$ cat src/rtl/dct_pkg.sv
package dct_pkg;
  localparam int unsigned DEF_DEPTH = 4;
  localparam int unsigned DEF_TAG_W = 8;
  localparam int unsigned DEF_TMR_W = 16;
endpackage

$ cat src/rtl/dct_queue.sv
module dct_queue #(
  parameter int unsigned DEPTH = 4,
  parameter int unsigned TAG_W = 8,
  localparam int unsigned PTR_W = (DEPTH > 1) ? $clog2(DEPTH) : 1,
  localparam int unsigned CNT_W = $clog2(DEPTH + 1)
) (
  input  logic             clk_i,
  input  logic             rst_ni,
  input  logic             wr_i,
  input  logic [TAG_W-1:0] wr_tag_i,
  input  logic             rd_i,
  output logic [TAG_W-1:0] head_tag_o,
  output logic [CNT_W-1:0] count_o,
  output logic             full_o,
  output logic             empty_o
);
  logic [TAG_W-1:0] slot_q [DEPTH];
  logic [PTR_W-1:0] wr_ptr_q, rd_ptr_q;
  logic [CNT_W-1:0] count_q;

  function automatic logic [PTR_W-1:0] ptr_next(input logic [PTR_W-1:0] p);
    return (p == PTR_W'(DEPTH - 1)) ? '0 : p + PTR_W'(1);
  endfunction

  for (genvar g = 0; g < DEPTH; g++) begin : g_slot
    always_ff @(posedge clk_i or negedge rst_ni) begin
      if (!rst_ni) slot_q[g] <= '0;
      else if (wr_i && wr_ptr_q == PTR_W'(g)) slot_q[g] <= wr_tag_i;
    end
  end

  always_ff @(posedge clk_i or negedge rst_ni) begin
    if (!rst_ni) begin
      wr_ptr_q <= '0;
      rd_ptr_q <= '0;
      count_q  <= '0;
    end else begin
      if (wr_i) wr_ptr_q <= ptr_next(wr_ptr_q);
      if (rd_i) rd_ptr_q <= ptr_next(rd_ptr_q);
      count_q <= count_q + CNT_W'(wr_i) - CNT_W'(rd_i);
    end
  end

  assign head_tag_o = slot_q[rd_ptr_q];
  assign count_o    = count_q;
  assign full_o     = (count_q == CNT_W'(DEPTH));
  assign empty_o    = (count_q == '0);

  p_no_overflow_r3: assert property (@(posedge clk_i) disable iff (!rst_ni)
    wr_i |-> !full_o);
  p_no_underflow_r6: assert property (@(posedge clk_i) disable iff (!rst_ni)
    rd_i |-> !empty_o);
  p_count_track_r10: assert property (@(posedge clk_i) disable iff (!rst_ni)
    1'b1 |=> count_o == CNT_W'($past(count_o) + CNT_W'($past(wr_i)) - CNT_W'($past(rd_i))));
endmodule

$ cat src/rtl/dct_timer.sv
module dct_timer #(
  parameter int unsigned TMR_W = 16
) (
  input  logic             clk_i,
  input  logic             rst_ni,
  input  logic             load_i,
  input  logic             run_i,
  input  logic [TMR_W-1:0] value_i,
  output logic             zero_o
);
  logic [TMR_W-1:0] cnt_q;

  always_ff @(posedge clk_i or negedge rst_ni) begin
    if (!rst_ni)                 cnt_q <= '0;
    else if (load_i)             cnt_q <= value_i;
    else if (run_i && !zero_o)   cnt_q <= cnt_q - TMR_W'(1);
  end

  assign zero_o = (cnt_q == '0);

  p_load_capture_r11: assert property (@(posedge clk_i) disable iff (!rst_ni)
    load_i |=> cnt_q == $past(value_i));
  p_countdown_r4: assert property (@(posedge clk_i) disable iff (!rst_ni)
    (run_i && !load_i && !zero_o) |=> cnt_q == $past(cnt_q) - TMR_W'(1));
  p_hold_idle_r5: assert property (@(posedge clk_i) disable iff (!rst_ni)
    (!run_i && !load_i) |=> $stable(cnt_q));
endmodule

$ cat src/rtl/dct_discard_timer.sv
module dct_discard_timer
  import dct_pkg::*;
#(
  parameter int unsigned DEPTH = DEF_DEPTH,
  parameter int unsigned TAG_W = DEF_TAG_W,
  parameter int unsigned TMR_W = DEF_TMR_W,
  localparam int unsigned CNT_W = $clog2(DEPTH + 1)
) (
  input  logic             clk_i,
  input  logic             rst_ni,
  input  logic             push_i,
  input  logic [TAG_W-1:0] push_tag_i,
  output logic             push_ack_o,
  input  logic             retire_i,
  input  logic [TAG_W-1:0] retire_tag_i,
  output logic             retire_hit_o,
  input  logic [TMR_W-1:0] reload_i,
  input  logic             serr_en_i,
  output logic             discard_o,
  output logic             serr_o,
  output logic [TAG_W-1:0] head_tag_o,
  output logic [CNT_W-1:0] count_o,
  output logic             full_o,
  output logic             empty_o
);
  logic head_vld, expired, pop, load;

  dct_queue #(.DEPTH(DEPTH), .TAG_W(TAG_W)) u_queue (
    .clk_i      (clk_i),
    .rst_ni     (rst_ni),
    .wr_i       (push_ack_o),
    .wr_tag_i   (push_tag_i),
    .rd_i       (pop),
    .head_tag_o (head_tag_o),
    .count_o    (count_o),
    .full_o     (full_o),
    .empty_o    (empty_o)
  );

  assign head_vld     = !empty_o;
  assign push_ack_o   = push_i && !full_o;
  assign retire_hit_o = retire_i && head_vld && (retire_tag_i == head_tag_o);
  // a matching repeat beats expiry in the same cycle
  assign discard_o    = head_vld && expired && !retire_hit_o;
  assign serr_o       = discard_o && serr_en_i;
  assign pop          = retire_hit_o || discard_o;
  // reload when a new entry takes the head position
  assign load         = pop || (push_ack_o && empty_o);

  dct_timer #(.TMR_W(TMR_W)) u_timer (
    .clk_i   (clk_i),
    .rst_ni  (rst_ni),
    .load_i  (load),
    .run_i   (head_vld),
    .value_i (reload_i),
    .zero_o  (expired)
  );

  p_serr_gate_r9: assert property (@(posedge clk_i) disable iff (!rst_ni)
    serr_o |-> (discard_o && serr_en_i));
  p_retire_wins_r8: assert property (@(posedge clk_i) disable iff (!rst_ni)
    retire_hit_o |-> !discard_o);
  p_discard_pops_r4: assert property (@(posedge clk_i) disable iff (!rst_ni)
    discard_o |=> count_o == CNT_W'($past(count_o) + CNT_W'($past(push_ack_o)) - CNT_W'(1)));
  p_no_discard_empty_r5: assert property (@(posedge clk_i) disable iff (!rst_ni)
    empty_o |-> !discard_o && !retire_hit_o);
  p_full_refuse_r3: assert property (@(posedge clk_i) disable iff (!rst_ni)
    full_o |-> !push_ack_o);
endmodule

$ cat config.mk
export PLATFORM = sky130hd
export DESIGN_NAME = dct_discard_timer
export DESIGN_NICKNAME = d
export VERILOG_FILES = /design/src/rtl/dct_pkg.sv /design/src/rtl/dct_queue.sv /design/src/rtl/dct_timer.sv /design/src/rtl/dct_discard_timer.sv
export SDC_FILE = /design/constraint.sdc
export NUM_CORES = 1
export LEC_CHECK = 0
export BUFFER_PORTS_ARGS = -buffer_cell sky130_fd_sc_hd__buf_2
export CAP_MARGIN = 0
export CORE_MARGIN = 8
export CORE_UTILIZATION = 46
export CTS_BUF_LIST = sky130_fd_sc_hd__clkbuf_16
export DETAILED_ROUTE_END_ITERATION = 12
export PLACE_DENSITY = 0.72
export RECOVER_POWER = 100
export SKIP_LAST_GASP = 1
export SLEW_MARGIN = 20
export SYNTH_ARGS = -nofsm -noshare
export SYNTH_HDL_FRONTEND = slang
export SYNTH_SLANG_ARGS = --single-unit
$ cat constraint.sdc
create_clock -name clk_i -period 3 [get_ports clk_i]
set_clock_uncertainty 0.15 [all_clocks]
set_input_delay 0.3 -clock clk_i [delete_from_list [all_inputs] [get_ports clk_i]]
set_output_delay 0.3 -clock clk_i [all_outputs]
set_load 0.02 [all_outputs]
# ---- Yosys cells after proc, flatten, opt, wreduce, memory -nomap -nowiden
# Cells that the tools add are included.
# W data, S select, Z words.
dict set report totals {
  romBits 0
  input_bits 37
  output_inout_bits 17
  ram_bits 0
  n_memories 0
  latchBits 0
  word_cells 50
  reg_bits 55
}
dict set report classes {
  n_mul 0
  n_bitwise 1
  order_cmp 1
  shift 0
  n_mux 7
  div_mod_pow 0
  add_sub_neg 5
  n_reduce_logical 22
  n_eq_ne 6
}
# op count
set ops {}
lappend ops {{$mux W16} 2}
lappend ops {{$bmux W8 S2} 1}
lappend ops {{$logic_not A16 Y1} 1}
lappend ops {{$mux W8} 2}
lappend ops {{$sub A16 B1 Y16 const B} 1}
lappend ops {{$logic_and A1 B1 Y1} 12}
lappend ops {{$eq A8 B8 Y1} 1}
lappend ops {{$eq A2 B2 Y1 const B} 3}
lappend ops {{$add A2 B1 Y2 const B} 2}
lappend ops {{$logic_not A1 Y1} 4}
lappend ops {{$mux W2} 2}
lappend ops {{$add A3 B1 Y3} 1}
lappend ops {{$eq A3 B3 Y1 const B} 1}
lappend ops {{$ge A3 B3 Y1 const B} 1}
lappend ops {{$logic_not A3 Y1} 1}
lappend ops {{$not A2 Y3} 1}
lappend ops {{$sub A3 B1 Y3} 1}
lappend ops {{$eq A2 B1 Y1 const B} 1}
lappend ops {{$logic_not A2 Y1} 1}
lappend ops {{$logic_or A1 B1 Y1} 2}
lappend ops {{$reduce_bool A2 Y1} 1}

# ---- Logic depth before layout (Yosys ltp)
# Gate-level depths: netlist (run 1).
dict set report logic_depth {
  ltp_word 11
  depth_mapped 13
  depth_no_buf 13
}

# ---- Hierarchy
# A second synthesis (run 1) with hierarchy kept.
dict set report unflattened {
  hier_cells 256
  hier_area_um2 2970.3
}
# mod cells_each instances area_each_um2
set by_module_without_submodules {}
lappend by_module_without_submodules {dct_queue 111 1 1774.2}
lappend by_module_without_submodules {dct_timer 124 1 1046.0}
lappend by_module_without_submodules {dct_discard_timer 21 1 150.1}

# ---- Worst setup path before layout (run 1)
# OpenSTA, ideal clock, no wires.
dict set report synth_path {
  path_kind {register to register}
  start {register u_queue.rd_ptr_q[0]}
  end {register u_queue.count_q[2], in the netlist u_queue.count_o[2]}
  period_less_slack_ns 3.186
  setup_slack_ns -0.186
  t_arrival_ns 2.906
  path_stages_with_launch 13
  cell_sequence {dfrtp_1 > buf_6 > mux4_2 > xnor2_1 > nand4_2 > o31ai_2 > ha_1 > inv_1 > ha_1 > inv_1 > fa_1 > xnor2_1 > xnor2_1}
}
dict set report synth_via {
  elab_chain_cells 10
}
# item line_no
set synth_lines {}
lappend synth_lines {{start, declared} dct_queue.sv:18} ;# logic [PTR_W-1:0] wr_ptr_q, rd_ptr_q;
lappend synth_lines {{start signal, assigned} dct_queue.sv:39} ;# if (rd_i) rd_ptr_q <= ptr_next(rd_ptr_q);
lappend synth_lines {{$not A2 Y3 (implied by the code) *} dct_queue.sv:44} ;# assign head_tag_o = slot_q[rd_ptr_q];
lappend synth_lines {{$bmux W8 S2 *} dct_queue.sv:44}
lappend synth_lines {{$mux W8 (implied by the code) * (2 in a row)} dct_queue.sv:44}
lappend synth_lines {{via head_tag_o[5]} dct_discard_timer.sv:21} ;# output logic [TAG_W-1:0] head_tag_o,
lappend synth_lines {{$eq A8 B8 Y1 *} dct_discard_timer.sv:42} ;# assign retire_hit_o = retire_i && head_vld && (retire_tag_i == head_tag_o);
lappend synth_lines {{$logic_and A1 B1 Y1 *} dct_discard_timer.sv:42}
lappend synth_lines {{$logic_not A1 Y1} dct_discard_timer.sv:44} ;# assign discard_o = head_vld && expired && !retire_hit_o;
lappend synth_lines {{$logic_and A1 B1 Y1} dct_discard_timer.sv:44}
lappend synth_lines {{$logic_or A1 B1 Y1 *} dct_discard_timer.sv:46} ;# assign pop = retire_hit_o || discard_o;
lappend synth_lines {{$sub A3 B1 Y3 *} dct_queue.sv:40} ;# count_q <= count_q + CNT_W'(wr_i) - CNT_W'(rd_i);
lappend synth_lines {{end signal, assigned} dct_queue.sv:40}
lappend synth_lines {{end, declared} dct_queue.sv:19} ;# logic [CNT_W-1:0] count_q;
# Mark *: on every way through the listed nets, which the timed path passes. The rest lies on a longest branch. The select of a mux whose other input is x is not followed.
# A chain may end at the register's enable or synchronous reset.

# ---- Final worst setup path (run 1)
dict set report layout_path {
  start {register u_queue.rd_ptr_q[0]}
  end {register u_queue.count_q[2], in the netlist u_queue.count_o[2]}
}
dict set report layout_via {
  elab_chain_cells 10
}
# item line_no
set layout_lines {}
lappend layout_lines {{$not A2 Y3 (implied by the code) *} dct_queue.sv:44}
lappend layout_lines {{$bmux W8 S2 *} dct_queue.sv:44}
lappend layout_lines {{$mux W8 (implied by the code) * (2 in a row)} dct_queue.sv:44}
lappend layout_lines {{$eq A8 B8 Y1 *} dct_discard_timer.sv:42}
lappend layout_lines {{$logic_and A1 B1 Y1 *} dct_discard_timer.sv:42}
lappend layout_lines {{$logic_not A1 Y1} dct_discard_timer.sv:44}
lappend layout_lines {{$logic_and A1 B1 Y1} dct_discard_timer.sv:44}
lappend layout_lines {{$logic_or A1 B1 Y1 *} dct_discard_timer.sv:46}
lappend layout_lines {{$sub A3 B1 Y3 *} dct_queue.sv:40}
# Mark *: on every way between the ends. The rest lies on a longest branch, timed or not. The select of a mux whose other input is x is not followed.

==> metrics.md, run 1 <==
| Metric | Value |
|---|---|
| Total GRT Usage | 13.3% |
| Post-route cell area | 3640 um2 |
| H-Tree Depth | 2 |
| Post-synth EDFFs | 0 |
| Worst Hold Launch | reload_i[7] |
| Worst setup margin | -53.1 ps |
| Largest net degree at the start of global routing | 56 |
| Area taken by flip-flops and latches | 1380 um2 |
| Synth Register Bits | 55 |
| Seq/Total Area, Yosys | 46.0% |
| Ys async rst share | 100% |
| Period utilization | 102% |
| First-pass GRT wire length | 10400 um |
| Clk root buf | clkbuf_16 |
| Multi-input logic area | 1590 um2 |
| Yosys cell types | 41 |
| LEAKAGE | 1.64 nW |
| Post-synth top area cell | dfrtp_1 |
| Critical path's top delay family | adder cells |
| Top cell type's share of synthesized area | 46.0% |
| Buffers plus inverters on the worst setup path | 3 |
| Top-count cell post-synth | dfrtp_1 |
| Share of cells above drive strength 1 | 50.0% |
| DR vias/cell | 5.34 |
| Slew @ Worst Pin | 1380 ps |
| Vias in the first global route | 2161 |
| FP Rows | 29 |
| Filler cells | 527 |
| Slowest CP cell | mux4_2 |
| Post-synthesis mux area share | 26.1% |
| Combinational family with the most area after synthesis | multiplexers |
| Hold Path Class | primary input to register |
| Skew-Pair Late Insertion Delay | 290 ps |
| Antenna-violating nets left | 0 |
| I/O Pins | 54 |
| Crit. Startpoint | u_queue.rd_ptr_q[0] |
| Failing checks | negative setup slack |
| CP max stage delay | 540 ps |
| Max cap viols | 0 |
| Min cycle time layout | 3050 ps |
| CP cell instances | buf_6, mux4_2, xnor2_2, nand4_2, o31ai_4, ha_1, inv_1, ha_1, inv_1, fa_2, xnor2_2, xnor2_1 |
| CP Data Arrival Time | 3080 ps |
| Port Buffers | 53 |
| Max-slew violation count | 0 |
| Synth Flop Type | dfrtp_1 |
| Synth Area in Compound Gates | 3.64% |
| PD cells | 1050 nW/um2 |
| Clock buffer depth | 2 |
| Area growth, synth to finish | 21.8% |
| Outcome | finished with violations |
| Worst IR Drop VDD | 0.560 mV |
| Die width | 96.6 um |
| Synth Cell Area | 2990 um2 |
| Endpoints failing setup | 1 |
| Initial antenna violation count | 0 |
| Synth top cells by count | 55 x dfrtp_1, 39 x mux2_2, 17 x xnor2_1 |
| Max frequency | 328 MHz |
| Synth area leaders | dfrtp_1 46%, mux2_2 15%, mux4_2 6.0%, mux2_4 5.0%, xnor2_1 5.0% |
| CTS tree | yes |
| YS warnings | 0 |
| Crit Path Class | register to register |
| Crit path required time | 3030 ps |
| Die Area | 9340 um2 |
| ANT cells | 0 |
| Violation count after the first detailed-routing iteration | 64 |
| Dpl cell area | 3450 um2 |
| Reg clk slew, reported paths | 70 ps |
| Drt pass-1 iters | 4 |
| Fraction of the mapped netlist area in simple logic gates | 10.2% |
| Adder-Cell Fraction of Synth Area | 4.43% |
| Critical Path End Type | register |
| Dpl hpwl | 4550 um |
| Final Hold Fails | 0 |
| Nets@finish | 343 |
| RePlAce Congestion | 0.763 |
| Starting Density | 47.4% |
| Core Box Area | 6310 um2 |
| Gr ovfl total | 0 |
| Post-Syn Nets | 272 |
| CP startpoint kind | register |
| Mapped Cells | 225 |
| Worst r2r src | u_queue.rd_ptr_q[0] |
| Routed len/inst | 16.5 um |
| CTS sink cnt | 55 |
| Worst-path maximum fanout | 3 |
| Xor and xnor area share after synthesis | 7.15% |
| Post-Route WL | 6140 um |
| Final core utilization | 57.7% |
| Slew margin rel. | 7.97% |
| Mapped Avg Cell Area | 13.3 um2 |
| Unrepaired setup endpoints after global routing | true |
| Die height | 96.6 um |
| Num CTS Buffers | 5 |
| Drt drc | 0 |
| Routed via count | 1990 |
==> area by class of cell <==
type | count | share of cell area [%]
clock buffer | 5 | 3.43
multi-input combinational | 155 | 43.5
tap | 77 | 2.64
timing repair buffer | 69 | 11.3
clock inverter | 2 | 0.378
sequential | 55 | 37.8
inverter | 10 | 1.03
==> stage by stage <==
step | setup WS (ps) | hold slack [ps] | total power, W | setup TNS (ps) | cells
4_1_cts | -89.0 | 16.7 | 0.00382 | -89.0 | 371
3_5_place_dp | -60.8 | 327 | 0.00324 | -60.8 | 364
5_1_grt | -200 | 78.8 | 0.00410 | -323 | 373
3_3_place_gp | 11.2 | 323 | 0.00318 | 0 | 364
6_report | -53.1 | 85.5 | 0.00384 | -53.1 | 373
2_1_floorplan | -140 | -146 | 0.00273 | -140 | 225
==> report_power, final <==
group          switching [W]  leakage, nW  internal, W
clock network       0.000255       0.0696     0.000305
registers           0.000262        0.654      0.00112
logic               0.000857        0.913      0.00103
==> registers in the layout, summed over array words and instances, names as in the netlist <==
| register | flops |
|---|---|
| u_queue.rd_ptr_q | 2 |
| u_timer.cnt_q | 16 |
| u_queue.slot_q | 32 |
| u_queue.count_o | 3 |
| u_queue.wr_ptr_q | 2 |
==> final timing paths <==
path                                           end  slack [ps]  cells past startpoint
worst max-delay path            u_queue.count_o[2]         -50                     12
min in group asynchronous         u_timer.cnt_q[1]         250                      2
worst min-delay path              u_timer.cnt_q[7]          90                      2
max in group asynchronous        u_queue.slot_q[5]        1620                      2
worst max register to register  u_queue.count_o[2]         -50                     12
worst min register to register  u_queue.slot_q[14]         350                      1
==> placed cells by master (no fill, tap or decap), drive strengths merged, types with 2 or more instances in the layout <==
cell type / instances
nor4: 3
xnor2: 21
nor2: 10
inv: 10
o21ai: 3
nand3: 9
nand4: 2
o31ai: 3
buf: 67
nor3: 5
or4: 2
or3: 2
mux4: 8
a31oi: 2
ha: 9
clkinv: 2
dfrtp: 55
clkbuf: 7
nor4b: 2
nand2: 10
nor3b: 2
nand4b: 3
mux2: 49
==> routing by layer <==
| layer | track usage [%] | wire length (um) |
|---|---|---|
| met2 | 22.9 | 3050 |
| met3 | 4.48 | 346 |
| met5 | 0 | 0 |
| met1 | 15.4 | 2680 |
| met4 | 3.55 | 65 |
==> cell families after synthesis <==
group / Yosys count
xor+xnor: 21
buf+inv: 15
mux: 58
flops: 55
simple gates: 53
fa+ha+maj: 10
compound gates: 13
==> timing repair <==
| item | 4_1_cts | 5_1_grt |
|---|---|---|
| setup buffers | 0 | 2 |
| endpoints found under the setup margin | 2 | 4 |
| hold buffers | 0 | 0 |
| gates resized for setup | 1 | 6 |
| pin swaps | 0 | 4 |
(Power assumes the default switching activity.)
==> run 2, diff against run 1 <==
--- a/config.mk
+++ b/config.mk
@@ -9,7 +9,7 @@
 export CAP_MARGIN = 0
 export CORE_MARGIN = 8
 export CORE_UTILIZATION = 46
-export CTS_BUF_LIST = sky130_fd_sc_hd__clkbuf_16
+export CTS_BUF_LIST = sky130_fd_sc_hd__clkbuf_2
 export DETAILED_ROUTE_END_ITERATION = 12
 export PLACE_DENSITY = 0.72
 export RECOVER_POWER = 100
==> run 2 against run 1 <==
The run still ends with negative setup slack left. Via count is 4.0% higher. Die area did not move. Worst setup slack better by 9.6 ps. Power fell by 10%. Non-clock buffer count is 23 higher. Sequential share of layout area is 0.56 points lower. First-iteration DRC count decreased by 14%. Final cell count increased by 6.2%. Critical path type unchanged.
==> metrics.md, run 2 (synthesis results as in run 1) <==
| Metric | Value |
|---|---|
| RePlAce Congestion | 0.763 (unchanged) |
| Final std cells w/o fill | 396 (+6.2%) |
| CTS sink cnt | 55 (unchanged) |
| Antenna-violating nets left | 0 (unchanged) |
| Most frequent cells in the layout | 55 x dfrtp_1, 43 x buf_2, 39 x mux2_2 |
| Die Area | 9340 um2 (unchanged) |
| CP Data Arrival Time | 3240 ps (+160 ps) |
| Slowest CP cell | mux4_2 |
| ANT cells | 0 (unchanged) |
| Die width | 96.6 um (unchanged) |
| Slew @ Worst Pin | 1360 ps (-18.7 ps) |
| Max-slew violation count | 0 (unchanged) |
| Routed len/inst | 16.0 um (-2.7%) |
| Dpl hpwl | 4550 um (unchanged) |
| Die height | 96.6 um (unchanged) |
| Commonest non-fill, non-tap cell in the layout | dfrtp_1 |
| Skew-Pair Late Insertion Delay | 430 ps (+140 ps) |
| Nets@finish | 366 (+6.7%) |
| Largest net degree at the start of global routing | 56 (unchanged) |
| Endpoints failing setup | 1 (unchanged) |
| Area growth, synth to finish | 23.7% |
| Port Buffers | 53 (unchanged) |
| H-Tree Depth | 2 (unchanged) |
| Max FFs per register | 32 (unchanged) |
| Area taken by flip-flops and latches | 1380 um2 (unchanged) |
| CTS tree | yes |
| Total power | 0.00344 W (-10%) |
| CP cell instances | buf_12, mux4_2, xnor2_2, nand3_2, o31ai_4, ha_1, inv_1, ha_1, inv_1, fa_2, xnor2_2, xnor2_1 |
| Worst slack, placed | -60.8 ps (unchanged) |
| I/O Pins | 54 (unchanged) |
| Reg clk slew, reported paths | 250 ps (+180 ps) |
| Starting Density | 47.4% (unchanged) |
| Critical Path End Type | register |
| Worst IR Drop VDD | 0.477 mV (-15%) |
| Worst setup margin | -43.5 ps (+9.61 ps) |
| PD cells | 930 nW/um2 (-12%) |
| Multi-input logic area | 1530 um2 (-3.2%) |
| Post-Route WL | 6340 um (+3.3%) |
| Slew margin rel. | 9.21% (+1.2 points) |
| Share of cells above drive strength 1 | 40.4% (-9.6 points) |
| Min cycle time layout | 3040 ps (-9.61 ps) |
| Failing checks | negative setup slack |
| Violation count after the first detailed-routing iteration | 55 (-14%) |
| Drt pass-1 iters | 4 (unchanged) |
| Max frequency | 329 MHz (+0.32%) |
| First-pass GRT wire length | 10700 um (+3.4%) |
| Period utilization | 101% (-0.32 points) |
| Total GRT Usage | 13.6% (+0.27 points) |
| Gr ovfl total | 0 (unchanged) |
| DR vias/cell | 5.23 (-2.0%) |
| Final Hold Fails | 0 (unchanged) |
| Crit Path Class | register to register |
| Crit path required time | 3200 ps (+170 ps) |
| Routed via count | 2070 (+4.0%) |
| LEAKAGE | 1.63 nW (-0.17%) |
| Core Box Area | 6310 um2 (unchanged) |
| Num CTS Buffers | 5 (unchanged) |
| Biggest register | u_queue.slot_q |
| Outcome | finished with violations |
| Unrepaired setup endpoints after global routing | true |
| FP Rows | 29 (unchanged) |
| Cells after DPL | 364 (unchanged) |
| Worst-path maximum fanout | 7 (+4) |
| Max cap viols | 0 (unchanged) |
| Initial antenna violation count | 0 (unchanged) |
| Filler cells | 534 (+1.3%) |
| Clk root buf | clkbuf_2 |
| CP startpoint kind | register |
| Vias in the first global route | 2270 (+5.0%) |
| Drt drc | 0 (unchanged) |
| Clock buffer depth | 2 (unchanged) |
| Hold Path Class | primary input to register |
| CP max stage delay | 530 ps (about the same) |
## run 2: cell type report
class                   instances  share of cell area, %
multi-input cells             155                   41.5
flip-flops and latches         55                   37.2
repair buffers                 92                   16.7
inverters                      10                   1.01
well taps                      77                   2.60
clock inverters                 2                  0.372
clock buffers                   5                  0.676
## run 2: power breakdown
| part | switching [W] | total [W] | internal (W) |
|---|---|---|---|
| clock network | 0.000228 | 0.000282 | 0.0000538 |
| registers | 0.000260 | 0.00138 | 0.00111 |
| logic | 0.000829 | 0.00178 | 0.000956 |
## run 2: worst paths after layout
path | startpoint | end | slack, ps | depth (start not counted)
max in group asynchronous | rst_ni | u_queue.slot_q[25] | 1300 | 3
hold / removal | reload_i[0] | u_timer.cnt_q[0] | 70 | 3
hold reg to reg | u_queue.count_o[2] | u_queue.count_o[2] | 390 | 1
min in group asynchronous | rst_ni | u_timer.cnt_q[5] | 600 | 3
setup reg to reg | u_queue.rd_ptr_q[0] | u_queue.count_o[2] | -40 | 12
setup / recovery | u_queue.rd_ptr_q[0] | u_queue.count_o[2] | -40 | 12
## run 2: repair_timing
item | CTS | global route
setup endpoints to repair | 4 | 5
hold buffers | 24 | 0
setup buffers | 1 | 0
endpoints found under the hold margin | 102 | 0
resized for setup | 4 | 1
## run 2: through the flow
stage | hold WS, ps | cell area [um2] | setup TNS [ps] | util, %
2_1_floorplan | -146 | 3000 | -140 | -
3_3_place_gp | 323 | 3450 | 0 | 54.7
3_5_place_dp | 327 | 3450 | -60.8 | 54.7
4_1_cts | 57.3 | 3760 | -182 | 59.6
5_1_grt | 70.7 | 3700 | -858 | 58.6
6_report | 65.0 | 3700 | -43.5 | 58.6
## run 2: critical path, delay by kind of cell, from the launching register on
family,cells,cell delay (ps)
fa+ha+maj,3,730
mux,1,530
flops,1,450
xor+xnor,3,440
compound gates,1,270
buf+inv,3,250
simple gates,1,140
## run 2: routing by layer
| layer | part of all wire (%) | GRT usage (%) | wire length [um] |
|---|---|---|---|
| met1 | 44 | 15.5 | 2810 |
| met2 | 50 | 24.2 | 3190 |
| met3 | 5.1 | 4.62 | 324 |
| met4 | 0.30 | 2.49 | 19 |
| met5 | 0 | 0 | 0 |
==> run 3, diff against run 2 <==
--- a/config.mk
+++ b/config.mk
@@ -11,7 +11,7 @@
 export CORE_UTILIZATION = 46
 export CTS_BUF_LIST = sky130_fd_sc_hd__clkbuf_2
 export DETAILED_ROUTE_END_ITERATION = 12
-export PLACE_DENSITY = 0.72
+export PLACE_DENSITY = 0.7
 export RECOVER_POWER = 100
 export SKIP_LAST_GASP = 1
 export SLEW_MARGIN = 20
==> constraint.sdc (replaced) <==
create_clock -name clk_i -period 3.8 [get_ports clk_i]
set_clock_uncertainty 0.15 [all_clocks]
set_input_delay 0.38 -clock clk_i [delete_from_list [all_inputs] [get_ports clk_i]]
set_output_delay 0.38 -clock clk_i [all_outputs]
set_load 0.02 [all_outputs]
==> run 3 against run 2 <==
The run ends with max-capacitance violations, max-slew violations left. Via count is 4.1% lower. Combinational power down 29%. Non-clock buffer count down 13. Register-to-register slack gained 500 ps. Critical path depth shrank 1. Global-route usage decreased by 0.30 points. Sequential share of layout area grew 1.6 points. Largest cell class unchanged. Highest routed layer unchanged.
==> metrics.md, run 3 (synthesis results as in run 1) <==
| Metric | Value |
|---|---|
| LEAKAGE | 1.51 nW (-7.2%) |
| RePlAce Congestion | 0.749 (-1.8%) |
| Clock buffer depth | 2 (unchanged) |
| Core Box Area | 6310 um2 (unchanged) |
| Area growth, synth to finish | 18.6% |
| Total power | 0.00261 W (-24%) |
| Violation count after the first detailed-routing iteration | 115 (+110%) |
| Routed len/inst | 16.2 um (+1.0%) |
| PD cells | 736 nW/um2 (-21%) |
| Max FFs per register | 32 (unchanged) |
| Commonest non-fill, non-tap cell in the layout | dfrtp_1 |
| Worst Hold Launch | push_tag_i[0] |
| Max-slew violation count | 35 (+35) |
| Post-route cell area | 3550 um2 (-4.1%) |
| Post-Route WL | 6210 um (-2.1%) |
| Cell count of the worst hold path | 2 (-1) |
| Clk root buf | clkbuf_2 |
| Slew @ Worst Pin | 1900 ps (+534 ps) |
| Initial antenna violation count | 0 (unchanged) |
| Max cap viols | 1 (+1) |
| Worst r2r src | u_queue.rd_ptr_q[0] |
| Nets@finish | 353 (-3.6%) |
| Drt pass-1 iters | 4 (unchanged) |
| Crit Path Class | register to register |
| Max frequency | 299 MHz (-8.9%) |
| FP Rows | 29 (unchanged) |
| Slew margin rel. | -26.4% (-36 points) |
| H-Tree Depth | 2 (unchanged) |
| Outcome | finished with violations |
| Endpoints failing setup | 0 (-1) |
| Num CTS Buffers | 5 (unchanged) |
| First-pass GRT wire length | 10300 um (-3.8%) |
| ANT cells | 0 (unchanged) |
| CP startpoint kind | register |
| Die width | 96.6 um (unchanged) |
| DR vias/cell | 5.17 (-1.1%) |
| Final Hold Fails | 0 (unchanged) |
| Crit. Startpoint | u_queue.rd_ptr_q[0] |
| Setup_tns | 0 ps (+43.5 ps) |
| Skew-Pair Late Insertion Delay | 450 ps (+20 ps) |
| Vias in the first global route | 2107 (-7.2%) |
| Worst IR Drop VDD | 0.356 mV (-25%) |
| Met3 routed WL | 275 um (-15%) |
| Starting Density | 47.4% (unchanged) |
| Reg clk slew, reported paths | 290 ps (+40 ps) |
| Die height | 96.6 um (unchanged) |
| Share of cells above drive strength 1 | 33.9% (-6.6 points) |
| CP Data Arrival Time | 3590 ps (+350 ps) |
| Min cycle time layout | 3340 ps (+298 ps) |
| Dpl hpwl | 4530 um (-0.37%) |
| Unrepaired setup endpoints after global routing | false |
| R2R depth | 11 (-1) |
| Most frequent cells in the layout | 54 x dfrtp_1, 39 x mux2_2, 37 x buf_2 |
| Drt drc | 0 (unchanged) |
| Die Area | 9340 um2 (unchanged) |
| Uppermost routed layer | met4 |
| Period utilization | 87.9% (-14 points) |
| Met1 WL | 2840 um (+1.2%) |
| Total GRT Usage | 13.3% (-0.30 points) |
| Filler cells | 541 (+1.3%) |
| I/O Pins | 54 (unchanged) |
| Antenna-violating nets left | 0 (unchanged) |
| Hold Path Class | primary input to register |
| Biggest register | u_queue.slot_q |
| Failing checks | max-capacitance violations, max-slew violations |
| Area taken by flip-flops and latches | 1380 um2 (about the same) |
| Worst-path maximum fanout | 11 (+4) |
| Crit path required time | 4050 ps (+850 ps) |
| Critical Path End Type | register |
| WHS | 47.6 ps (-17.4 ps) |
| CTS sink cnt | 55 (unchanged) |
| Port Buffers | 53 (unchanged) |
| Multi-input logic area | 1500 um2 (-2.4%) |
| Dpl cell area | 3340 um2 (-3.4%) |
| Gr ovfl total | 0 (unchanged) |
| Met2 Routed Length | 3070 um (-3.8%) |
| Largest net degree at the start of global routing | 35 (-38%) |
| CTS tree | yes |
| Routed via count | 1986 (-4.1%) |
run 3: changes by cell type in the layout (fill, tap and decap cells not counted), moves of 2 or more:
| cell | change |
|---|---|
| buf_4 | -12 |
| clkbuf_1 | +9 |
| buf_2 | -6 |
| clkbuf_2 | -2 |
| mux2_1 | +2 |
| mux2_4 | -2 |
run 3: metrics by stage:
| stage | setup slack, ps | util (%) | std cells |
|---|---|---|---|
| after floorplan | 614 | - | 225 |
| after global placement | 334 | 52.9 | 353 |
| after detailed placement | 204 | 52.9 | 353 |
| after CTS | 145 | 56.5 | 379 |
| after global routing | 190 | 56.2 | 384 |
| final | 459 | 56.2 | 384 |
run 3: final cells by class:
type / count / share of cell area, %
Clock inverter: 3 / 0.670
Tap cell: 77 / 2.72
Timing Repair Buffer: 79 / 13.8
Inverter: 10 / 1.06
Sequential cell: 55 / 38.8
Multi-Input combinational cell: 155 / 42.2
Clock buffer: 5 / 0.705
run 3: power breakdown:
part           leakage, nW  switching, W  internal, W
clock               0.0325      0.000191    0.0000500
sequential           0.652      0.000231     0.000881
combinational        0.830      0.000597     0.000661
total                 1.51       0.00102      0.00159
run 3: worst paths after layout:
check / endpoint / slack [ps]
min in group asynchronous: u_queue.slot_q[3] / 790
max reg2reg: u_queue.count_o[2] / 460
min: u_queue.slot_q[16] / 50
max in group asynchronous: u_timer.cnt_q[4] / 900
min reg2reg: u_queue.slot_q[6] / 400
max: u_queue.count_o[2] / 460
run 3: critical path, stage by stage, from the launching register on:
cell     delay, ps
dfrtp_2        620
mux4_2         570
xnor2_1        200
nand4_2        190
o31ai_2        350
ha_1           300
inv_1           50
ha_1           120
inv_1           50
fa_1           370
xnor2_1        170
xnor2_1        140
run 3: what timing repair did:
| action | 4_1_cts | 5_1_grt |
|---|---|---|
| hold buffers | 18 | 5 |
| hold endpoints to repair | 51 | 17 |
| gates resized for setup | 0 | 1 |
| buffers inserted | 0 | 0 |
| endpoints found under the setup margin | 0 | 1 |
run 3: metal layers:
| metal | global-route usage, % | vias to the layer above |
|---|---|---|
| li1 | - | 978 |
| met1 | 16.0 | 974 |
| met2 | 22.7 | 32 |
| met3 | 3.98 | 2 |
| met4 | 3.20 | 0 |
| met5 | 0 | - |
